[config.mk]
export PLATFORM = sky130hd
export DESIGN_NAME = tti_injector
export DESIGN_NICKNAME = d
export VERILOG_FILES = /design/src/rtl/tti_pkg.sv /design/src/rtl/tti_decode.sv /design/src/rtl/tti_preload.sv /design/src/rtl/tti_launch.sv /design/src/rtl/tti_injector.sv
export SDC_FILE = /design/constraint.sdc
export NUM_CORES = 1
export LEC_CHECK = 0
export BUFFER_PORTS_ARGS = -buffer_cell sky130_fd_sc_hd__buf_4
export CELL_PAD_IN_SITES_DETAIL_PLACEMENT = 0
export CELL_PAD_IN_SITES_GLOBAL_PLACEMENT = 1
export CORE_ASPECT_RATIO = 0.9
export CORE_MARGIN = 2
export CORE_UTILIZATION = 39
export CTS_CLUSTER_SIZE = 14
export DETAILED_ROUTE_END_ITERATION = 16
export PLACE_DENSITY = 0.9
export SKIP_LAST_GASP = 1
export SLEW_MARGIN = 40
export SYNTH_ARGS = -nofsm -noshare
export SYNTH_HDL_FRONTEND = slang
export SYNTH_SLANG_ARGS = --single-unit
[constraint.sdc]
create_clock -name clk -period 2.55 [get_ports clk]
set_input_delay 0.3825 -clock clk [delete_from_list [all_inputs] [get_ports clk]]
set_output_delay 0.3825 -clock clk [all_outputs]
set_load 0.1 [all_outputs]
[src/rtl/tti_pkg.sv]
package tti_pkg;

    localparam int TYPE_W  = 4;
    localparam int NUM_W   = 16;
    localparam int RND_W   = 8;
    localparam int INFO_W  = 8;
    localparam int WORD_W  = 64;
    localparam int PAD_LO_W = NUM_W - TYPE_W;
    localparam int PAD_HI_W = WORD_W - INFO_W - RND_W - NUM_W - PAD_LO_W - TYPE_W;

    typedef struct packed {
        logic [PAD_HI_W-1:0] pad_hi;
        logic [INFO_W-1:0]   info;
        logic [RND_W-1:0]    rnd;
        logic [NUM_W-1:0]    num;
        logic [PAD_LO_W-1:0] pad_lo;
        logic [TYPE_W-1:0]   ttype;
    } trig_word_t;

    typedef struct packed {
        logic [INFO_W-1:0] info;
        logic [RND_W-1:0]  rnd;
        logic [NUM_W-1:0]  num;
    } preload_t;

endpackage

[src/rtl/tti_decode.sv]
module tti_decode #(
    parameter int          ADDR_W       = 16,
    parameter int          DATA_W       = 32,
    parameter logic [15:0] PRELOAD_ADDR = 16'h0112,
    parameter logic [15:0] START_ADDR   = 16'h0110,
    parameter int          SHORT_BIT    = 8
) (
    input  logic [ADDR_W-1:0] addr,
    input  logic [DATA_W-1:0] wdata,
    input  logic              we,
    output logic              preload_hit,
    output logic              start_go
);

    localparam logic [ADDR_W-1:0] PRE_A = ADDR_W'(PRELOAD_ADDR);
    localparam logic [ADDR_W-1:0] STA_A = ADDR_W'(START_ADDR);

    always_comb begin
        preload_hit = we && (addr == PRE_A);
        start_go    = we && (addr == STA_A) && wdata[SHORT_BIT];
    end

endmodule

[src/rtl/tti_preload.sv]
module tti_preload
    import tti_pkg::*;
#(
    parameter int DATA_W = 32
) (
    input  logic              clk,
    input  logic              rst_n,
    input  logic              load,
    input  logic [DATA_W-1:0] wdata,
    output preload_t          preload_q
);

    localparam int PL_W = $bits(preload_t);

    preload_t preload_d;

    always_comb begin
        preload_d = preload_q;
        if (load) begin
            preload_d = preload_t'(wdata[PL_W-1:0]);
        end
    end

    always_ff @(posedge clk or negedge rst_n) begin
        if (!rst_n) begin
            preload_q <= '0;
        end else begin
            preload_q <= preload_d;
        end
    end

    // without a load the stored fields do not move
    assert_keep_R9: assert property (@(posedge clk) disable iff (!rst_n)
        !load |=> $stable(preload_q));

endmodule

[src/rtl/tti_launch.sv]
module tti_launch
    import tti_pkg::*;
(
    input  logic       clk,
    input  logic       rst_n,
    input  logic       start_go,
    input  logic [3:0] start_type,
    input  preload_t   preload_q,
    input  logic       out_ready,
    output trig_word_t out_word,
    output logic       out_valid,
    output logic       overrun
);

    typedef struct packed {
        logic       valid;
        logic       overrun;
        trig_word_t word;
    } launch_st_t;

    launch_st_t st_d, st_q;

    always_comb begin
        st_d = st_q;
        if (st_q.valid && out_ready) begin
            st_d.valid = 1'b0;
        end
        if (start_go) begin
            if (st_q.valid) begin
                st_d.overrun = 1'b1;
            end else begin
                st_d.valid        = 1'b1;
                st_d.word.pad_hi  = '0;
                st_d.word.info    = preload_q.info;
                st_d.word.rnd     = preload_q.rnd;
                st_d.word.num     = preload_q.num;
                st_d.word.pad_lo  = '0;
                st_d.word.ttype   = start_type;
            end
        end
    end

    always_ff @(posedge clk or negedge rst_n) begin
        if (!rst_n) begin
            st_q <= '0;
        end else begin
            st_q <= st_d;
        end
    end

    assign out_word  = st_q.word;
    assign out_valid = st_q.valid;
    assign overrun   = st_q.overrun;

    // an accepted start shows up one cycle later
    assert_launch_R2: assert property (@(posedge clk) disable iff (!rst_n)
        (!out_valid && start_go) |=> out_valid);

    // stalled word is held unchanged
    assert_hold_R5: assert property (@(posedge clk) disable iff (!rst_n)
        (out_valid && !out_ready) |=> (out_valid && $stable(out_word)));

    // handshake completes the transfer
    assert_release_R5: assert property (@(posedge clk) disable iff (!rst_n)
        (out_valid && out_ready) |=> !out_valid);

    // start during a pending word is refused and flagged
    assert_drop_R6: assert property (@(posedge clk) disable iff (!rst_n)
        (out_valid && start_go) |=> (overrun && $stable(out_word)));

    // overrun is sticky
    assert_sticky_R7: assert property (@(posedge clk) disable iff (!rst_n)
        overrun |=> overrun);

endmodule

[src/rtl/tti_injector.sv]
module tti_injector
    import tti_pkg::*;
#(
    parameter int          ADDR_W       = 16,
    parameter int          DATA_W       = 32,
    parameter logic [15:0] PRELOAD_ADDR = 16'h0112,
    parameter logic [15:0] START_ADDR   = 16'h0110,
    parameter int          SHORT_BIT    = 8
) (
    input  logic              clk,
    input  logic              rst_n,
    input  logic [ADDR_W-1:0] reg_addr,
    input  logic [DATA_W-1:0] reg_wdata,
    input  logic              reg_we,
    output logic [63:0]       trig_word,
    output logic              trig_valid,
    input  logic              trig_ready,
    output logic              start_overrun
);

    logic       preload_hit;
    logic       start_go;
    preload_t   preload_q;
    trig_word_t word_s;

    tti_decode #(
        .ADDR_W      (ADDR_W),
        .DATA_W      (DATA_W),
        .PRELOAD_ADDR(PRELOAD_ADDR),
        .START_ADDR  (START_ADDR),
        .SHORT_BIT   (SHORT_BIT)
    ) u_decode (
        .addr       (reg_addr),
        .wdata      (reg_wdata),
        .we         (reg_we),
        .preload_hit(preload_hit),
        .start_go   (start_go)
    );

    tti_preload #(
        .DATA_W(DATA_W)
    ) u_preload (
        .clk      (clk),
        .rst_n    (rst_n),
        .load     (preload_hit),
        .wdata    (reg_wdata),
        .preload_q(preload_q)
    );

    tti_launch u_launch (
        .clk       (clk),
        .rst_n     (rst_n),
        .start_go  (start_go),
        .start_type(reg_wdata[TYPE_W-1:0]),
        .preload_q (preload_q),
        .out_ready (trig_ready),
        .out_word  (word_s),
        .out_valid (trig_valid),
        .overrun   (start_overrun)
    );

    assign trig_word = word_s;

    // reserved bit ranges of a presented word are zero
    assert_resv_R3: assert property (@(posedge clk) disable iff (!rst_n)
        trig_valid |-> (trig_word[63:48] == '0 && trig_word[15:4] == '0));

    // start with the short flag clear launches nothing when idle
    assert_noflag_R4: assert property (@(posedge clk) disable iff (!rst_n)
        (!trig_valid && reg_we && reg_addr == ADDR_W'(START_ADDR)
         && !reg_wdata[SHORT_BIT]) |=> !trig_valid);

endmodule

==> summary.md, run 1 <==
| Metric | Value |
|---|---|
| CTS buffer count | `9` |
| Mean routed wirelength per cell | `13.6 um` |
| Sequential element share of the synthesized area | `0.569` |
| Area of the core | `7580 um^2` |
| Layout area overhead | `28.2%` |
| Sum Neg Setup Slack | `0 ns` |
| Vias in the first global route | `1736` |
| GPL Wtd Cong | `0.651` |
| Finish-stage setup viols | `0` |
| Peak VDD IR | `0.000259 V` |
| EDFF count, synth | `0` |
| Ys flop type | `dfrtp_1` |
| Max_cap viols | `0` |
| Met2 WL post-DR | `2.51 mm` |
| Design Power | `0.00236 W` |
| Total GRT Usage | `0.128` |
| Top Metal Used | `met4` |
| Mapped Avg Cell Area | `16.5 um^2` |
| Global-route wire length before repair | `8.42 mm` |
| Final core utilization | `0.520` |
| Detailed Place HPWL | `3.80 mm` |
| Synth Instances | `187` |
| I/O pin count | `118` |
| Final Hold Vio Count | `0` |
| Aggregate routed wire length | `5.21 mm` |
| Initial Utilization | `0.406` |
| Share of cells above drive strength 1 | `0.628` |
| Finished Cell Area | `3950 um^2` |
| Initial antenna violation count | `0` |
| Cell variety after synth | `21` |
| Grt total ovfl | `0` |
| Buffers on Ports | `89` |
| Worst Tran Pin Value | `0.557 ns` |
| Setup Skew | `0.00695 ns` |
| Synth top area cells | `dfrtp_1, mux2_4, mux2_2` |
| DRC viols | `0` |
| Inserted Diodes | `0` |
| Pins over their slew limit | `0` |
| Leakage Power | `2.20 nW` |
| Largest net degree at the start of global routing | `43` |
| RSZ-0062 raised after global routing | `no` |
| H-tree level count | `3` |
| Die height | `88.3 um` |
| Setup CP Type | `primary input to flip-flop` |
| Nets@finish | `335` |
| Clock Path Buffers | `2` |
| M1 wire length | `2.24 mm` |
| Largest area contributor in the netlist | `dfrtp_1` |
| Initial DRC count | `27` |
| CP Max Fanout | `18` |
| Standard-cell row count | `30` |
| Clock-pin slew on the worst setup and hold paths | `0.08 ns` |
| Via count | `1708` |
| Hold WS | `0.273 ns` |
| Die Area | `8620 um^2` |
| Setup bufs post-CTS | `0` |
| Post-DP Area | `3710 um^2` |
| Chip Width | `97.6 um` |
| Num Clock Sinks | `70` |
| Max Clock Freq | `0.528 GHz` |
| Crit. End Element | `flip-flop` |
| Via density | `4.45` |
| Number of synthesized register bits | `70` |
| CTS Root Cell | `clkbuf_8` |
| Crit share post-route | `0.742` |
| Synth Warn # | `0` |
| Mapped cell area | `3080 um^2` |
| FFs w/ async S/R, synth | `1.00` |
| Worst path arrival time | `2.11 ns` |
| Initial DRT Pass Iterations | `3` |
| Top-area cell type share of the netlist area | `0.569` |
| Antenna viol nets, final | `0` |
| Clk_lat worst skew | `0.33 ns` |
| Routed wl met3 | `370 um` |
| Worst setup SP type | `primary input` |
| Worst endpoint required time | `2.77 ns` |
| Fin crit period | `1.89 ns` |
| Run status | `complete, no violations` |
| CTS tree | `built` |
| Slew headroom | `0.628` |
| Power per cell area | `599 nW/um^2` |
| Worst hold-check path type | `primary input to flip-flop` |
layout by cell type, fill, tap and decap left out, types with 3 or more instances in the layout:
cell type  count
mux2_4        30
conb_1        28
mux2_2        36
buf_4         89
buf_12         3
dfrtp_1       70
clkbuf_8      10
state kept, by name, indices dropped and copies added, names as in the netlist:
name,cells
u_launch.overrun,1
u_launch.out_word,36
u_launch.out_valid,1
u_preload.preload_q,32
through the flow:
step | cells | worst slack [ns]
4_1_cts | 384 | 0.636
2_1_floorplan | 214 | 0.615
6_report | 384 | 0.658
3_5_place_dp | 367 | 0.271
5_1_grt | 384 | 0.562
3_3_place_gp | 366 | 0.333
timing repair:
item | 4_1_cts | 5_1_grt
hold buffers | 1 | 0
endpoints found under the setup margin | 0 | 0
gates resized for setup | 0 | 0
endpoints found under the hold margin | 28 | 0
critical path: stages:
cell and delay, ns:
buf_4 0.11, nor4_2 0.29, nand4_2 0.20, or2_2 0.55
buf_12 0.26, mux2_4 0.30
final cells by class:
type                    count  area [um^2]
well taps                  96          120
multi-input cells         108         1110
fillers                   660         3640
clock inverters             6         85.1
repair buffers             93          738
flip-flops and latches     70         1750
inverters                   1         3.75
clock buffers              10          138
worst paths after layout:
path	from	endpoint	slack (ns)	depth (start not counted)
setup / recovery	reg_addr[0]	u_preload.preload_q[9]$_DFFE_PN0P_	0.66	6
hold / removal	reg_wdata[26]	u_preload.preload_q[26]$_DFFE_PN0P_	0.27	2
setup reg to reg	u_launch.out_valid$_DFF_PN0_	u_launch.out_word[0]$_DFFE_PN0P_	1.09	3
hold reg to reg	u_launch.overrun$_DFFE_PN0P_	u_launch.overrun$_DFFE_PN0P_	0.48	1
max in group asynchronous	rst_n	u_preload.preload_q[31]$_DFFE_PN0P_	1.50	3
min in group asynchronous	rst_n	u_preload.preload_q[7]$_DFFE_PN0P_	0.50	2
report_power, final:
part	total (W)	switching [W]	internal, W
Sequential	0.00111	0.000000104	0.00111
Combinational	0.000275	0.000217	0.0000573
Clock	0.000979	0.000405	0.000574
cell families (layout without fill, tap and decap cells):
group | count (synthesis) | after routing | synth area share
DFF | 70 | 70 | 0.569
muxes | 68 | 68 | 0.285
other | 1 | 28 | 0.00122
buffers and inverters | 36 | 110 | 0.104
AOI/OAI and AO/OA | 2 | 2 | 0.00488
and+or+nand+nor | 10 | 10 | 0.0358
per-layer routing:
layer  up-vias  track usage
met5         -            0
met4         0       0.0758
met3         9       0.0363
met2        79        0.202
met1       841        0.161
li1        779            -
cells in the mapped netlist, types with 2 or more instances:
master and n:
mux2_4 30, buf_4 28, buf_12 3, dfrtp_1 70, buf_6 4, mux2_1 2, mux2_2 36
No activity file was read; power rests on OpenSTA's default activity.
==> inputs of run 2 (changes only) <==
- CORE_UTILIZATION: 39 -> 35
- PLACE_DENSITY: 0.9 -> 0.85
- clock period: 2.55 -> 1.55 ns (I/O delays scaled with it)
==> summary.md, run 2 (synthesis results as in run 1) <==
| Metric | Value |
|---|---|
| Run status | `complete, no violations` |
| Via count | `1727 (+1.1%)` |
| Layout area overhead | `32.2%` |
| Crit. End Element | `flip-flop` |
| Leakage Power | `2.25 nW (+2.2%)` |
| Largest net degree at the start of global routing | `40 (-7.0%)` |
| Setup Skew | `0.00567 ns (-0.00127 ns)` |
| H-tree level count | `3 (unchanged)` |
| Layout Cells excl Fill | `412 (+7.3%)` |
| Die height | `93.0 um (+5.3%)` |
| Initial antenna violation count | `0 (unchanged)` |
| Pre-CTS setup slack | `-0.295 ns (-0.566 ns)` |
| Chip Width | `103 um (+5.3%)` |
| Setup CP Type | `primary input to flip-flop` |
| Worst path arrival time | `1.73 ns (-0.38 ns)` |
| Area of the core | `8570 um^2 (+13%)` |
| Max_cap viols | `0 (unchanged)` |
| Vias in the first global route | `1752 (+0.92%)` |
| CTS tree | `built` |
| Post-layout worst setup margin | `0.0317 ns (-0.626 ns)` |
| Antenna viol nets, final | `0 (unchanged)` |
| Inserted Diodes | `0 (unchanged)` |
| Global-route wire length before repair | `8.29 mm (-1.6%)` |
| Clk_lat worst skew | `0.33 ns (about the same)` |
| Fin crit period | `1.52 ns` |
| CTS Root Cell | `clkbuf_8` |
| Worst endpoint required time | `1.76 ns (-1.01 ns)` |
| Power per cell area | `929 nW/um^2 (+55%)` |
| Final Hold Vio Count | `0 (unchanged)` |
| GPL Wtd Cong | `0.731 (+12%)` |
| Initial DRC count | `38 (+41%)` |
| Most frequent cells in the layout | `buf_4, dfrtp_1, mux2_2` |
| Hold WS | `0.131 ns (-0.142 ns)` |
| Final core utilization | `0.475 (-0.0456)` |
| Via density | `4.19 (-5.8%)` |
| Initial Utilization | `0.359 (-0.0467)` |
| Peak VDD IR | `0.000382 V (+47%)` |
| DRC viols | `0 (unchanged)` |
| Initial DRT Pass Iterations | `4 (+1)` |
| CTS buffer count | `9 (unchanged)` |
| Placed cells | `393 (+7.1%)` |
| Largest register FFs | `36 (unchanged)` |
| Pins over their slew limit | `0 (unchanged)` |
| Mean routed wirelength per cell | `13.1 um (-3.7%)` |
| Worst setup SP type | `primary input` |
| Detailed Place HPWL | `3.88 mm (+2.1%)` |
| Share of cells above drive strength 1 | `0.638 (+0.00975)` |
| Most common cell after layout, fill and taps aside | `buf_4` |
| Max Clock Freq | `0.659 GHz` |
| Grt total ovfl | `0 (unchanged)` |
| Num Clock Sinks | `70 (unchanged)` |
| Aggregate routed wire length | `5.39 mm (+3.3%)` |
| CP Max Fanout | `18 (unchanged)` |
| Finish-stage setup viols | `0 (unchanged)` |
| I/O pin count | `118 (unchanged)` |
| Worst hold-check path type | `primary input to flip-flop` |
| Buffers on Ports | `89 (unchanged)` |
| Clock Path Buffers | `2 (unchanged)` |
| Crit share post-route | `0.980` |
| Clock-pin slew on the worst setup and hold paths | `0.07 ns (about the same)` |
| Standard-cell row count | `32 (+6.7%)` |
| Die Area | `9560 um^2 (+11%)` |
| CTS resizes | `0 (unchanged)` |
| Nets@finish | `341 (+1.8%)` |
| Total GRT Usage | `0.114 (-0.0143)` |
[run 2: per-stage QoR]
| stage | power, W | cell area (um^2) | TNS [ns] |
|---|---|---|---|
| after floorplan | 0.00222 | 3200 | -6.16 |
| after global placement | 0.00232 | 3810 | -16.27 |
| after detailed placement | 0.00232 | 3810 | -17.36 |
| after CTS | 0.00384 | 4030 | 0 |
| after global routing | 0.00394 | 4070 | -0.0349 |
| final | 0.00378 | 4070 | 0 |
[run 2: where the power goes]
part,internal (W),switching [W],leakage [nW]
combinational,0.0000980,0.000362,1.17
sequential,0.00183,0.000000170,0.976
clock,0.000864,0.000629,0.104
[run 2: metal layers]
layer | GRT usage | wire (um) | share of wire | vias up
met5 | 0 | 0 | 0 | -
met4 | 0.0461 | 77 | 0.014 | 0
met3 | 0.0415 | 413 | 0.077 | 6
met2 | 0.172 | 2460 | 0.46 | 79
met1 | 0.148 | 2430 | 0.45 | 852
li1 | - | - | - | 790
[run 2: worst paths after layout]
path	slack (ns)	cells past startpoint	end	start
min reg2reg	0.49	1	u_launch.overrun$_DFFE_PN0P_	u_launch.overrun$_DFFE_PN0P_
min in group asynchronous	0.33	2	u_launch.out_word[22]$_DFFE_PN0P_	rst_n
max reg2reg	0.14	4	u_launch.out_word[29]$_DFFE_PN0P_	u_launch.out_valid$_DFF_PN0_
max	0.03	6	u_preload.preload_q[0]$_DFFE_PN0P_	reg_addr[12]
min	0.13	2	u_preload.preload_q[19]$_DFFE_PN0P_	reg_wdata[19]
max in group asynchronous	0.72	3	u_launch.out_word[40]$_DFFE_PN0P_	rst_n
[run 2: what timing repair did]
item / 4_1_cts / 5_1_grt
setup endpoints to repair: 0 / 7
buffers inserted: 0 / 2
hold endpoints to repair: 20 / 0
hold buffers: 1 / 0
[run 2: cell type report]
type	count	area, um^2
sequential	70	1760
inverter	1	3.75
fill	798	4500
clock buffer	12	165
tap	119	149
timing repair buffer	99	826
multi-input combinational	108	1130
clock inverter	3	42.5
[run 2: worst max-delay path: stages]
cell and delay (ns):
buf_4 0.12, nor4b_4 0.28, nand4_2 0.20, or2_2 0.40
buf_12 0.18, mux2_4 0.30
==> inputs of run 3 (changes only) <==
- ABC_AREA: unset -> 1
- CORE_UTILIZATION: 35 -> 33
- PLACE_DENSITY: 0.85 -> 0.86
==> summary.md, run 3 <==
| Metric | Value |
|---|---|
| Run status | `complete, no violations` |
| Via density | `4.53 (+8.0%)` |
| Crit. End Element | `output pin` |
| RSZ-0062 raised after global routing | `no` |
| Synth Instances | `350 (+87%)` |
| FFs w/ async S/R, synth | `1.00 (unchanged)` |
| Sequential element share of the synthesized area | `0.539 (-0.0296)` |
| Top-area cell type share of the netlist area | `0.539 (-0.0296)` |
| Most frequent cell after synthesis | `nand2_1` |
| Die height | `98.1 um (+5.5%)` |
| Worst path max stage delay | `0.36 ns (-0.04 ns)` |
| CTS tree | `built` |
| DRC viols | `0 (unchanged)` |
| Hold_buf cts | `1 (unchanged)` |
| Vias in the first global route | `2495 (+42%)` |
| I/O pin count | `118 (unchanged)` |
| Initial DRT Pass Iterations | `4 (unchanged)` |
| Standard-cell row count | `34 (+6.3%)` |
| Clock-pin slew on the worst setup and hold paths | `0.07 ns (about the same)` |
| Worst hold-check path type | `primary input to flip-flop` |
| Peak VDD IR | `0.000420 V (+10%)` |
| Setup Skew | `0.00652 ns (+0.000843 ns)` |
| Cell variety after synth | `21 (unchanged)` |
| Design Power | `0.00401 W (+6.2%)` |
| Reg2Reg Depth | `5 (+1)` |
| Total GRT Usage | `0.144 (+0.0306)` |
| Crit. path cell count | `1 (-5)` |
| Finish-stage setup viols | `0 (unchanged)` |
| Mapped cell area | `3250 um^2 (+5.5%)` |
| Layout area overhead | `27.8%` |
| Initial antenna violation count | `0 (unchanged)` |
| Most instantiated cells after synthesis | `nand2_1, dfrtp_1, nand4_1` |
| Nets@finish | `491 (+44%)` |
| Slowest cell on crit path | `dfrtp_1` |
| Initial Utilization | `0.338 (-0.0215)` |
| Crit share post-route | `0.799 (-0.181)` |
| Via count | `2581 (+49%)` |
| Setup CP Type | `flip-flop to output pin` |
| Worst path arrival time | `1.01 ns (-0.72 ns)` |
| Clk_lat worst skew | `0.34 ns (about the same)` |
| Chip Width | `109 um (+5.5%)` |
| Grt total ovfl | `0 (unchanged)` |
| CTS Root Cell | `clkbuf_8` |
| Mean routed wirelength per cell | `12.8 um (-2.1%)` |
| Worst setup path end | `trig_word[0]` |
| Synth top area cells | `dfrtp_1, nand2_1, nand4_1` |
| Worst flop-to-flop path endpoint | `u_launch.out_word[0]$_DFFE_PN0P_` |
| Largest register FFs | `36 (unchanged)` |
| Crit path from | `u_launch.out_word[0]$_DFFE_PN0P_` |
| Number of synthesized register bits | `70 (unchanged)` |
| Power per cell area | `967 nW/um^2 (+4.2%)` |
| Final Hold Vio Count | `0 (unchanged)` |
| Max Clock Freq | `0.808 GHz (+23%)` |
| Worst endpoint required time | `1.32 ns (-0.44 ns)` |
| Cells along the critical path | `buf_4` |
| H-tree level count | `3 (unchanged)` |
| Delay-heaviest family, CP | `flip-flops` |
| Die Area | `10600 um^2 (+11%)` |
| Area of the core | `9610 um^2 (+12%)` |
| Most frequent cells in the layout | `nand2_1, buf_4, dfrtp_1` |
| Worst setup SP type | `flip-flop` |
| R2R Path Start | `u_launch.out_valid$_DFF_PN0_` |
| Synth Warn # | `0 (unchanged)` |
| Leakage Power | `2.36 nW (+4.9%)` |
| Num Clock Sinks | `70 (unchanged)` |
| Buffers on Ports | `89 (unchanged)` |
| Global-route wire length before repair | `11.9 mm (+44%)` |
| GPL Wtd Cong | `0.693 (-5.2%)` |
| Post-DP Area | `3910 um^2 (+2.6%)` |
| CTS buffer count | `9 (unchanged)` |
| CP Max Fanout | `2 (-16)` |
| Sum Neg Setup Slack | `0 ns (unchanged)` |
| Antenna viol nets, final | `0 (unchanged)` |
| Clock Path Buffers | `2 (unchanged)` |
| Fin crit period | `1.24 ns (-0.280 ns)` |
| Largest area contributor in the netlist | `dfrtp_1` |
| Finished Cell Area | `4150 um^2 (+2.0%)` |
| Share of cells above drive strength 1 | `0.284 (-0.354)` |
| CTS resizes | `0 (unchanged)` |
| Mapped Avg Cell Area | `9.28 um^2 (-44%)` |
| Reg2reg setup slack | `0.33 ns (+0.19 ns)` |
| Ys flop type | `dfrtp_1` |
| Largest net degree at the start of global routing | `38 (-5.0%)` |
| Initial DRC count | `65 (+71%)` |
| Worst Path Buf+Inv | `1 (-1)` |
| Setup bufs post-CTS | `0 (unchanged)` |
| Detailed Place HPWL | `5.28 mm (+36%)` |
| Aggregate routed wire length | `7.29 mm (+35%)` |
| Max_cap viols | `0 (unchanged)` |
| Most common cell after layout, fill and taps aside | `nand2_1` |
| EDFF count, synth | `0 (unchanged)` |
| Pins over their slew limit | `0 (unchanged)` |
| Inserted Diodes | `0 (unchanged)` |
run 3: changes by cell type after synthesis, sizes merged, moves of 2 or more:
cell / previous run / this run
nand2: 1 / 138
mux2: 68 / 0
nand3: 0 / 35
nand4: 1 / 36
buf: 35 / 52
nor2: 1 / 10
inv: 1 / 4
nor4: 2 / 0
o21ai: 0 / 2
run 3: where the power goes:
group	internal, W	switching, W	leakage (nW)	total (W)
combinational	0.0000962	0.000367	1.27	0.000464
clock	0.00107	0.000655	0.115	0.00172
sequential	0.00183	0.000000169	0.977	0.00183
total	0.00299	0.00102	2.36	0.00401
run 3: cells by family (layout without fill, tap and decap cells):
logic type	after synthesis	after routing	synth area share
buffers and inverters	56	123	0.136
other	1	28	0.00115
and+or+nand+nor	220	220	0.318
AOI/OAI and AO/OA	3	3	0.00540
DFF	70	70	0.539
run 3: stage by stage:
step                      setup slack [ns]  hold slack (ns)  cells   util
after global placement               0.168            0.168    553  0.407
after global routing                 0.247           0.0478    570  0.432
after CTS                            0.296           0.0396    570  0.432
after floorplan                      0.176          -0.0631    377      -
after detailed placement             0.136            0.173    553  0.407
final                                0.312           0.0517    570  0.432
run 3: worst min path at each step:
stage / from / endpoint / cells after the start
after floorplan: rst_n / u_launch.out_valid$_DFF_PN0_ / 0
after global placement: rst_n / u_launch.out_word[18]$_DFFE_PN0P_ / 1
after detailed placement: rst_n / u_launch.out_word[17]$_DFFE_PN0P_ / 1
after CTS: trig_ready / u_launch.out_valid$_DFF_PN0_ / 2
after global routing: trig_ready / u_launch.out_valid$_DFF_PN0_ / 2
final: trig_ready / u_launch.out_valid$_DFF_PN0_ / 2
run 3: final cells by class:
| type | instances | area (um^2) |
|---|---|---|
| Clock inverter | 4 | 95.1 |
| Clock buffer | 12 | 135 |
| Timing Repair Buffer | 103 | 838 |
| Sequential cell | 70 | 1750 |
| Tap cell | 126 | 158 |
| Inverter | 4 | 15.0 |
| Fill cell | 982 | 5470 |
| Multi-Input combinational cell | 251 | 1150 |
run 3: metal layers:
layer / vias up / GRT usage / wire [um]
li1: 1277 / - / -
met4: 0 / 0.0533 / 97
met3: 9 / 0.0474 / 542
met1: 1221 / 0.186 / 3160
met2: 74 / 0.226 / 3500
met5: - / 0 / 0
